<file path="src/rtl/gpio_port_pkg.sv">
package gpio_port_pkg;
    localparam int REG_IDX_W = 3;

    typedef enum logic [REG_IDX_W-1:0] {
        IDX_DOUT  = 3'd0,
        IDX_OEN   = 3'd1,
        IDX_BLINK = 3'd2,
        IDX_POL   = 3'd3,
        IDX_DIN   = 3'd4,
        IDX_CAUSE = 3'd5,
        IDX_EMASK = 3'd6,
        IDX_LMASK = 3'd7
    } reg_idx_e;
endpackage

</file>
<file path="src/rtl/gpio_port_sync.sv">
module gpio_port_sync #(
    parameter int NPINS = 32
) (
    input  logic             clk,
    input  logic             rst_n,
    input  logic [NPINS-1:0] pins_async,
    output logic [NPINS-1:0] pins_sync
);
    typedef struct packed {
        logic [NPINS-1:0] meta;
        logic [NPINS-1:0] stable;
    } sync_t;

    sync_t st_d, st_q;

    always_comb begin
        st_d        = st_q;
        st_d.meta   = pins_async;
        st_d.stable = st_q.meta;
    end

    always_ff @(posedge clk or negedge rst_n) begin
        if (!rst_n) st_q <= '0;
        else        st_q <= st_d;
    end

    assign pins_sync = st_q.stable;
endmodule

</file>
<file path="src/rtl/gpio_port_regs.sv">
module gpio_port_regs
    import gpio_port_pkg::*;
#(
    parameter int NPINS = 32
) (
    input  logic                 clk,
    input  logic                 rst_n,
    input  logic [REG_IDX_W-1:0] reg_idx,
    input  logic [NPINS-1:0]     reg_wdata,
    input  logic                 reg_we,
    output logic [NPINS-1:0]     reg_rdata,
    input  logic [NPINS-1:0]     din_adj,
    input  logic [NPINS-1:0]     cause,
    output logic                 cause_we,
    output logic [NPINS-1:0]     dout,
    output logic [NPINS-1:0]     oen,
    output logic [NPINS-1:0]     blink,
    output logic [NPINS-1:0]     pol,
    output logic [NPINS-1:0]     emask,
    output logic [NPINS-1:0]     lmask
);
    typedef struct packed {
        logic [NPINS-1:0] dout;
        logic [NPINS-1:0] oen;
        logic [NPINS-1:0] blink;
        logic [NPINS-1:0] pol;
        logic [NPINS-1:0] emask;
        logic [NPINS-1:0] lmask;
    } regs_t;

    regs_t st_d, st_q;

    always_comb begin
        st_d     = st_q;
        cause_we = 1'b0;
        if (reg_we) begin
            case (reg_idx_e'(reg_idx))
                IDX_DOUT:  st_d.dout  = reg_wdata;
                IDX_OEN:   st_d.oen   = reg_wdata;
                IDX_BLINK: st_d.blink = reg_wdata;
                IDX_POL:   st_d.pol   = reg_wdata;
                IDX_EMASK: st_d.emask = reg_wdata;
                IDX_LMASK: st_d.lmask = reg_wdata;
                IDX_CAUSE: cause_we   = 1'b1;
                default:   ;
            endcase
        end
    end

    always_ff @(posedge clk or negedge rst_n) begin
        if (!rst_n) begin
            st_q     <= '0;
            st_q.oen <= '1;
        end else begin
            st_q <= st_d;
        end
    end

    always_comb begin
        case (reg_idx_e'(reg_idx))
            IDX_DOUT:  reg_rdata = st_q.dout;
            IDX_OEN:   reg_rdata = st_q.oen;
            IDX_BLINK: reg_rdata = st_q.blink;
            IDX_POL:   reg_rdata = st_q.pol;
            IDX_DIN:   reg_rdata = din_adj;
            IDX_CAUSE: reg_rdata = cause;
            IDX_EMASK: reg_rdata = st_q.emask;
            IDX_LMASK: reg_rdata = st_q.lmask;
            default:   reg_rdata = '0;
        endcase
    end

    assign dout  = st_q.dout;
    assign oen   = st_q.oen;
    assign blink = st_q.blink;
    assign pol   = st_q.pol;
    assign emask = st_q.emask;
    assign lmask = st_q.lmask;

    // a write to the input word leaves every stored register unchanged
    assert_din_write_ignored_R2: assert property (@(posedge clk) disable iff (!rst_n)
        (reg_we && reg_idx == IDX_DIN) |=> (st_q == $past(st_q)));
endmodule

</file>
<file path="src/rtl/gpio_port_irq.sv">
module gpio_port_irq #(
    parameter int NPINS = 32
) (
    input  logic             clk,
    input  logic             rst_n,
    input  logic [NPINS-1:0] pins_sync,
    input  logic [NPINS-1:0] pol,
    input  logic [NPINS-1:0] emask,
    input  logic [NPINS-1:0] lmask,
    input  logic             cause_we,
    input  logic [NPINS-1:0] cause_wdata,
    output logic [NPINS-1:0] din_adj,
    output logic [NPINS-1:0] cause,
    output logic             irq
);
    typedef struct packed {
        logic [NPINS-1:0] prev;
        logic [NPINS-1:0] cause;
        logic             irq;
    } irq_t;

    irq_t             st_d, st_q;
    logic [NPINS-1:0] rise;
    logic [NPINS-1:0] kept;

    always_comb begin
        din_adj    = pins_sync ^ pol;
        rise       = din_adj & ~st_q.prev;
        kept       = cause_we ? (st_q.cause & cause_wdata) : st_q.cause;
        st_d       = st_q;
        st_d.prev  = din_adj;
        st_d.cause = kept | rise;
        st_d.irq   = |((st_q.cause & emask) | (din_adj & lmask));
    end

    always_ff @(posedge clk or negedge rst_n) begin
        if (!rst_n) st_q <= '0;
        else        st_q <= st_d;
    end

    assign cause = st_q.cause;
    assign irq   = st_q.irq;

    assert_edge_sets_cause_R6: assert property (@(posedge clk) disable iff (!rst_n)
        (rise != '0) |=> ((st_q.cause & $past(rise)) == $past(rise)));

    assert_no_spurious_cause_R6: assert property (@(posedge clk) disable iff (!rst_n)
        1'b1 |=> ((st_q.cause & ~$past(st_q.cause) & ~$past(rise)) == '0));

    assert_clear_by_zero_R7: assert property (@(posedge clk) disable iff (!rst_n)
        (cause_we && rise == '0) |=> (st_q.cause == ($past(st_q.cause) & $past(cause_wdata))));

    assert_level_raises_irq_R8: assert property (@(posedge clk) disable iff (!rst_n)
        ((din_adj & lmask) != '0) |=> irq);

    assert_masked_edge_raises_irq_R8: assert property (@(posedge clk) disable iff (!rst_n)
        ((st_q.cause & emask) != '0) |=> irq);
endmodule

</file>
<file path="src/rtl/gpio_port_blink.sv">
module gpio_port_blink #(
    parameter int NPINS      = 32,
    parameter int BLINK_HALF = 1000000
) (
    input  logic             clk,
    input  logic             rst_n,
    input  logic [NPINS-1:0] dout,
    input  logic [NPINS-1:0] blink,
    output logic [NPINS-1:0] pad_out
);
    localparam int CNT_W = $clog2(BLINK_HALF + 1);
    localparam logic [CNT_W-1:0] CNT_LAST = CNT_W'(BLINK_HALF - 1);

    typedef struct packed {
        logic [CNT_W-1:0] cnt;
        logic             phase;
    } blink_t;

    blink_t st_d, st_q;

    always_comb begin
        st_d = st_q;
        if (st_q.cnt == CNT_LAST) begin
            st_d.cnt   = '0;
            st_d.phase = ~st_q.phase;
        end else begin
            st_d.cnt = st_q.cnt + 1'b1;
        end
    end

    always_ff @(posedge clk or negedge rst_n) begin
        if (!rst_n) st_q <= '0;
        else        st_q <= st_d;
    end

    assign pad_out = (blink & {NPINS{st_q.phase}}) | (~blink & dout);

    assert_phase_holds_R4: assert property (@(posedge clk) disable iff (!rst_n)
        (st_q.cnt != CNT_LAST) |=> $stable(st_q.phase));

    assert_phase_flips_R4: assert property (@(posedge clk) disable iff (!rst_n)
        (st_q.cnt == CNT_LAST) |=> (st_q.phase != $past(st_q.phase)));
endmodule

</file>
<file path="src/rtl/gpio_port.sv">
module gpio_port
    import gpio_port_pkg::*;
#(
    parameter int NPINS      = 32,
    parameter int BLINK_HALF = 1000000
) (
    input  logic                 clk,
    input  logic                 rst_n,
    input  logic [REG_IDX_W-1:0] reg_idx,
    input  logic [NPINS-1:0]     reg_wdata,
    input  logic                 reg_we,
    output logic [NPINS-1:0]     reg_rdata,
    input  logic [NPINS-1:0]     pins_in,
    output logic [NPINS-1:0]     pad_out,
    output logic [NPINS-1:0]     pad_oe,
    output logic                 irq
);
    logic [NPINS-1:0] pins_sync, din_adj, cause;
    logic [NPINS-1:0] dout, oen, blink, pol, emask, lmask;
    logic             cause_we;

    gpio_port_sync #(.NPINS(NPINS)) sync_i (
        .clk(clk), .rst_n(rst_n), .pins_async(pins_in), .pins_sync(pins_sync)
    );

    gpio_port_regs #(.NPINS(NPINS)) regs_i (
        .clk(clk), .rst_n(rst_n),
        .reg_idx(reg_idx), .reg_wdata(reg_wdata), .reg_we(reg_we), .reg_rdata(reg_rdata),
        .din_adj(din_adj), .cause(cause), .cause_we(cause_we),
        .dout(dout), .oen(oen), .blink(blink), .pol(pol), .emask(emask), .lmask(lmask)
    );

    gpio_port_irq #(.NPINS(NPINS)) irq_i (
        .clk(clk), .rst_n(rst_n),
        .pins_sync(pins_sync), .pol(pol), .emask(emask), .lmask(lmask),
        .cause_we(cause_we), .cause_wdata(reg_wdata),
        .din_adj(din_adj), .cause(cause), .irq(irq)
    );

    gpio_port_blink #(.NPINS(NPINS), .BLINK_HALF(BLINK_HALF)) blink_i (
        .clk(clk), .rst_n(rst_n), .dout(dout), .blink(blink), .pad_out(pad_out)
    );

    assign pad_oe = ~oen;

    // an output-enable write reaches the pads inverted one edge later
    assert_oe_active_low_R3: assert property (@(posedge clk) disable iff (!rst_n)
        (reg_we && reg_idx == IDX_OEN) |=> (pad_oe == ~$past(reg_wdata)));
endmodule

</file>
<file path="config.mk">
export PLATFORM = sky130hd
export DESIGN_NAME = gpio_port
export DESIGN_NICKNAME = d
export VERILOG_FILES = /design/src/rtl/gpio_port_pkg.sv /design/src/rtl/gpio_port_sync.sv /design/src/rtl/gpio_port_regs.sv /design/src/rtl/gpio_port_irq.sv /design/src/rtl/gpio_port_blink.sv /design/src/rtl/gpio_port.sv
export SDC_FILE = /design/constraint.sdc
export NUM_CORES = 1
export LEC_CHECK = 0
export ABC_AREA = 1
export BUFFER_PORTS_ARGS = -buffer_cell sky130_fd_sc_hd__buf_2
export CAP_MARGIN = 20
export CORE_MARGIN = 3
export CORE_UTILIZATION = 35
export CTS_BUF_LIST = sky130_fd_sc_hd__clkbuf_8
export DETAILED_ROUTE_END_ITERATION = 6
export PLACE_DENSITY = 0.56
export SLEW_MARGIN = 10
export SYNTH_ARGS = -nofsm -noshare
export SYNTH_HDL_FRONTEND = slang
export SYNTH_SLANG_ARGS = --single-unit
</file>
<file path="constraint.sdc">
create_clock -name clk -period 1.9 [get_ports clk]
set_input_delay 0.38 -clock clk [delete_from_list [all_inputs] [get_ports clk]]
set_output_delay 0.38 -clock clk [all_outputs]
set_load 0.05 [all_outputs]
</file>
Word-level counts from Yosys, hierarchy flattened
Index checks and enable logic that the tools add are counted.

storage, ports and cells
  bits in registers = 342
  output and inout bits = 97

operators by class
  add/subtract/negate cells = 1
  equal/unequal tests = 8
  mux-type cells = 5
  bitwise logic cells = 14
  reductions and logical operators = 8

operators with widths
  kind                   number
  $pmux 32 s8            1
  $and 32x32->32         6
  $not 32->32            3
  $or 32x32->32          3
  $mux 32                1
  $reduce_or 32->1       1
  $xor 32x32->32         1
  $add 20x1->20 const B  1
  $eq 20x20->1 const B   1
  $mux 20                1
  $eq 3x3->1 const B     4
  $reduce_and 2->1       6
  $eq 3x2->1 const B     2
  $eq 3x1->1 const B     1
  $logic_not 3->1        1
  $mux 1                 2
  $not 1->1              1

Longest topological paths before layout
  word-level depth = 5
  depth in mapped cells = 10
  mapped depth without buffers = 9

Cells and area by module
From an unflattened synthesis, not the netlist that was laid out.

unflattened totals
  cell total of the unflattened synthesis = 2009
  area total of the unflattened synthesis = 16351.9 um2

modules (own cells, without submodules)
  module           instances  cells an instance  area each (um2)  sequential area each (um2)
  gpio_port_regs   1          1201               9565.4           4844.6
  gpio_port_irq    1          485                3606.0           1626.6
  gpio_port_sync   1          64                 1601.5           1601.5
  gpio_port_blink  1          227                1458.9           525.5
  gpio_port        1          32                 120.1            0.0

Worst setup path after synthesis
OpenSTA, ideal clock, no wires.

  path type = reg-to-output
  from = reg blink_i.st_q[0] (netlist bit)
  to = out pad_out[20]
  arrival = 1.659 ns
  required time = 1.520 ns
  setup slack = -0.139 ns
  cell stages (with the launch flop) = 4
  buffers on the path = 1
  path through = dfrtp_1 > inv_1 > clkbuf_1 > o21ai_0

between the ends
  cells in the longest elaborated chain, start to end = 2

ends and longest elaborated chain
  what                    line                   text
  from (decl)             gpio_port_blink.sv:19  blink_t st_d, st_q;
  from (signal assigned)  gpio_port_blink.sv:33  else st_q <= st_d;
  $and 32x32->32          gpio_port_blink.sv:36  assign pad_out = (blink & {NPINS{st_q.phase}}) | (~blink & dout);
  $or 32x32->32           gpio_port_blink.sv:36
  to (decl)               gpio_port.sv:14        output logic [NPINS-1:0] pad_out,

Every way passes these cells.

Final worst setup path
  from = reg sync_i.st_q (netlist bit sync_i.pins_sync[31])
  to = out reg_rdata[31]

between the ends
  cells in the longest elaborated chain, start to end = 2

ends and longest elaborated chain
  what                    line                  text
  from (decl)             gpio_port_sync.sv:14  sync_t st_d, st_q;
  from (signal assigned)  gpio_port_sync.sv:24  else st_q <= st_d;
  $xor 32x32->32          gpio_port_irq.sv:27   din_adj = pins_sync ^ pol;
  via din_adj[31]         gpio_port.sv:18       logic [NPINS-1:0] pins_sync, din_adj, cause;
  $pmux 32 s8             gpio_port_regs.sv:60  case (reg_idx_e'(reg_idx))
  to (decl)               gpio_port.sv:12       output logic [NPINS-1:0] reg_rdata,

The timed path passes the listed nets, and every way through them passes these cells.

==> metrics.md <==
| Metric | Value |
|---|---|
| Outcome | `finished, violations left` |
| Failing checks | `negative setup slack` |
| Nature of the critical path endpoint | `primary output` |
| Period minus WS final | `2371 ps` |
| Worst slew pin tran | `520.6 ps` |
| Hold WS | `just over 40 ps` |
| Ys Warns | `0` |
| Highest clock rate | `0.4217 GHz` |
| CORE AREA | `42420 um^2` |
| Static Leak | `10.22 nW` |
| Pwr per Cell Area | `1070 nW/um^2` |
| Remaining antenna violation count after routing | `0` |
| Die area | `45910 um^2` |
| Layer with the highest usage | `met2` |
| Netlist cell types | `36` |
| Mapped Cells | `1708` |
| Max transition margin | `0.6530` |
| Detailed Route WL | `slightly above 50 mm` |
| R2r setup slk | `50 ps` |
| Met3 Usage GRT | `0.03642` |
| Layout Cells excl Fill | `2719` |
| Vias per cell | `just under 5` |
| Critical register-to-register path startpoint | `regs_i.pol[17]$_DFFE_PN0P_` |
| Met1 Usage GRT | `0.3048` |
| Setup_tns | `-14460 ps` |
| Critical Path RT | `1520 ps` |
| First-pass GRT wire length | `79.16 mm` |
| DR iter-0 viols | `1039` |
| End of the worst hold path | `irq_i.cause[8]$_DFF_PN0_` |
| # IOs | `167` |
| Die width | `roughly 210 um` |
| FF-to-FF End | `irq_i.irq$_DFF_PN0_` |
| Hold path depth | `3` |
| Initial antenna violation count | `1` |
| I/O Buffers | `166` |
| FILL cells | `3973` |
| CP max FO | `2` |
| CP arrival | `1990 ps` |
| Num CTS Buffers | `59` |
| Hold Path Class | `input pin to flop` |
| Die Height | `214.3 um` |
| Final Core Density | `0.5063` |
| Synth Register Bits | `342` |
| Antenna Cells | `0` |
| Share of layout cells above drive strength 1 | `0.3422` |
| CTS tree | `built` |
| Cell Rows | `75` |
| DR DRC count | `0` |
| Cell area after synthesis | `15180 um^2` |
| Clk_skew | `30.92 ps` |
| Routability cong. | `0.8431` |
| Synthesized net count | `1779` |
| Clk sinks | `342` |
| Met2 usage | `0.3563` |
| Crit path launch type | `flop` |
| Clock buffer depth | `3` |
| Layout Nets | `roughly 2200` |
| Worst R2R Path Depth | `13` |
| Worst VDD drop | `0.6825 mV` |
| P&R area growth vs syn | `41.46%` |
| # Max-Cap Violations | `0` |
| Hold Path Origin | `reg_wdata[8]` |
| Hpwl dp | `approximately 34 mm` |
| DP Area | `17660 um^2` |
| CTS H-Tree Depth | `2` |
| Number of global-route vias before repair | `13650` |
| Synthesized area per cell | `just under 9 um^2` |
| Max-slew violations | `0` |
| # setup viols final | `64` |
| Placed insts | `2458` |
| Final period utilization | `1.248` |
| GRT Total Usage | `0.2210` |
| Final worst setup slack | `-471.3 ps` |
| Seq/Total Area, Yosys | `0.5664` |
| Fin. Hold Viols | `0` |
| Clock Pin Slew Worst Setup and Hold Paths | `roughly 60 ps` |
| CTS Root Cell | `clkbuf_8` |
| Clk_lat worst skew | `640 ps` |
| CP Class | `flop to primary output` |
| Congestion Overflow GR | `0` |
| Fin area | `21470 um^2` |
| DR pass1 iterations | `6` |
| Initial Util | `0.3579` |
| Wirelength per Cell | `18.71 um` |
| RSZ-0062 raised after global routing | `yes` |
| Vias | `between 10000 and 15000` |
| Largest net degree at the start of global routing | `77` |
[cell usage after synthesis]
cell      instances  area [um^2]
and2_1           30        187.7
inv_4             3        18.77
o21ai_1          80        400.4
clkbuf_1         19        71.32
a22oi_1          26        195.2
nor2_1           58        217.7
nand3_1          82        410.4
inv_2             5        18.77
o21ai_0         186        930.9
nor3_4            2        32.53
a21oi_1          36        180.2
nand3_4           1        17.52
nor2_8            1        20.02
a21boi_0         24        180.2
buf_4             1        7.510
buf_2            31        155.2
nand3_2           1        10.01
nor2_4            1        11.26
or2_2             8        50.05
a31oi_1           1        6.260
dfstp_2          32        840.8
dfrtp_1         310         7757
a21boi_1          2        15.01
nor3_1            6        30.03
o21ai_2          32        280.3
inv_1           206        773.2
o22ai_1          30        187.7
nand2_1         418         1569
ha_1              1        12.51
xor2_1            8        70.07
xnor2_1           2        17.52
nand2_4           5        56.30
nand2_2           4        25.02
nand4_1          37        231.5
buf_6            16        180.2
buf_1             3        11.26
[registers in the layout (all words and copies together) (netlist names)]
signal and count:
regs_i.blink 32, irq_i.cause 32, regs_i.dout 32, irq_i.irq 1, blink_i.st_q 21, sync_i.st_d 32, regs_i.lmask 32, regs_i.emask 32
regs_i.oen 32, irq_i.st_q 32, sync_i.pins_sync 32, regs_i.pol 32
[layer usage]
metal / up-vias / wire (um)
li1: 6363 / -
met1: 6540 / 22840
met2: 418 / 23610
met3: 89 / 2994
met4: 0 / 1430
met5: - / 0
[cells by family (layout without fill, tap and decap cells)]
kind of cell / Yosys count / count (layout) / synth area share
and+or+nand+nor: 654 / 654 / 0.1890
AOI/OAI and AO/OA: 417 / 417 / 0.1565
DFF: 342 / 342 / 0.5664
buffers and inverters: 284 / 718 / 0.08144
xor gates and xnor gates: 10 / 10 / 0.005770
adders and majority gates: 1 / 1 / 0.0008241
[worst max-delay path, stage by stage, from the launching register on]
cell     delay (ps)
dfrtp_1         400
or2_4           240
and2_4          140
inv_2            50
o21ai_2          50
nor2_1          120
nand3_2         160
buf_12          190
[cell type report]
type                       instances  area [um^2]  area share
timing repair buffer             394         3822      0.1780
clock buffer                      77         1060     0.04935
clock inverter                    33        247.7     0.01154
sequential                       342         8600      0.4005
multi-input combinational       1082         6203      0.2889
inverter                         214        818.3     0.03811
tap                              577        721.9     0.03362
[placed cells by master (no fill, tap or decap), types with 4 or more instances in the layout]
cell	count
nand3_1	72
a21oi_1	31
nor2_2	7
clkbuf_8	77
and2_4	30
dfstp_2	32
clkinv_2	12
nand2_1	387
a22oi_1	6
nand3_2	8
or2_4	7
xor2_1	8
o21ai_1	80
buf_6	59
buf_8	4
o21ai_0	153
nand4_1	37
nand3_4	4
inv_1	188
dlygate4sd3_1	52
inv_4	6
o22ai_1	25
dfrtp_1	309
inv_2	36
buf_2	92
buf_4	130
nor2_1	50
o21ai_4	25
bufinv_16	4
o21ai_2	40
nand2_2	34
a22oi_2	20
buf_12	57
nand2_4	6
nor3_1	6
a21boi_2	25
o22ai_2	4
[where the power goes]
part | internal, mW | leakage [nW] | switching, mW
Sequential | 8.42 | 4.04 | 0.801
Clock | 4.17 | 0.742 | 3.14
Combinational | 2.53 | 5.44 | 3.92
Total | 15.1 | 10.2 | 7.86
[what timing repair did]
item / in CTS / in global routing
setup buffers: 87 / 25
cloned: 1 / 0
endpoints found under the setup margin: 68 / 70
pin swaps: 97 / 70
hold endpoints to repair: 272 / 0
resized for setup: 333 / 86
hold buffers: 52 / 0
[worst max path at each step]
stage,slack [ps],startpoint,to,depth (start not counted)
floorplan,-140,blink_i.st_q[0]$_DFFE_PN0N_,pad_out[20],3
global placement,-300,reg_idx[0],reg_rdata[10],9
detailed placement,-310,reg_idx[0],reg_rdata[10],9
CTS,-520,sync_i.pins_sync[31]$_DFF_PN0_,reg_rdata[31],7
global route,-550,regs_i.pol[31]$_DFFE_PN0P_,reg_rdata[31],7
finish,-470,sync_i.pins_sync[31]$_DFF_PN0_,reg_rdata[31],7
[through the flow]
step | power, mW | setup slack (ps)
after detailed placement | 14.32 | -310.9
after global placement | 14.23 | -300.9
after CTS | 22.94 | -524.3
after floorplan | 12.42 | -138.5
after global routing | 24.15 | -548.2
final | 22.97 | -471.3
No activity file was read; power rests on OpenSTA's default activity.
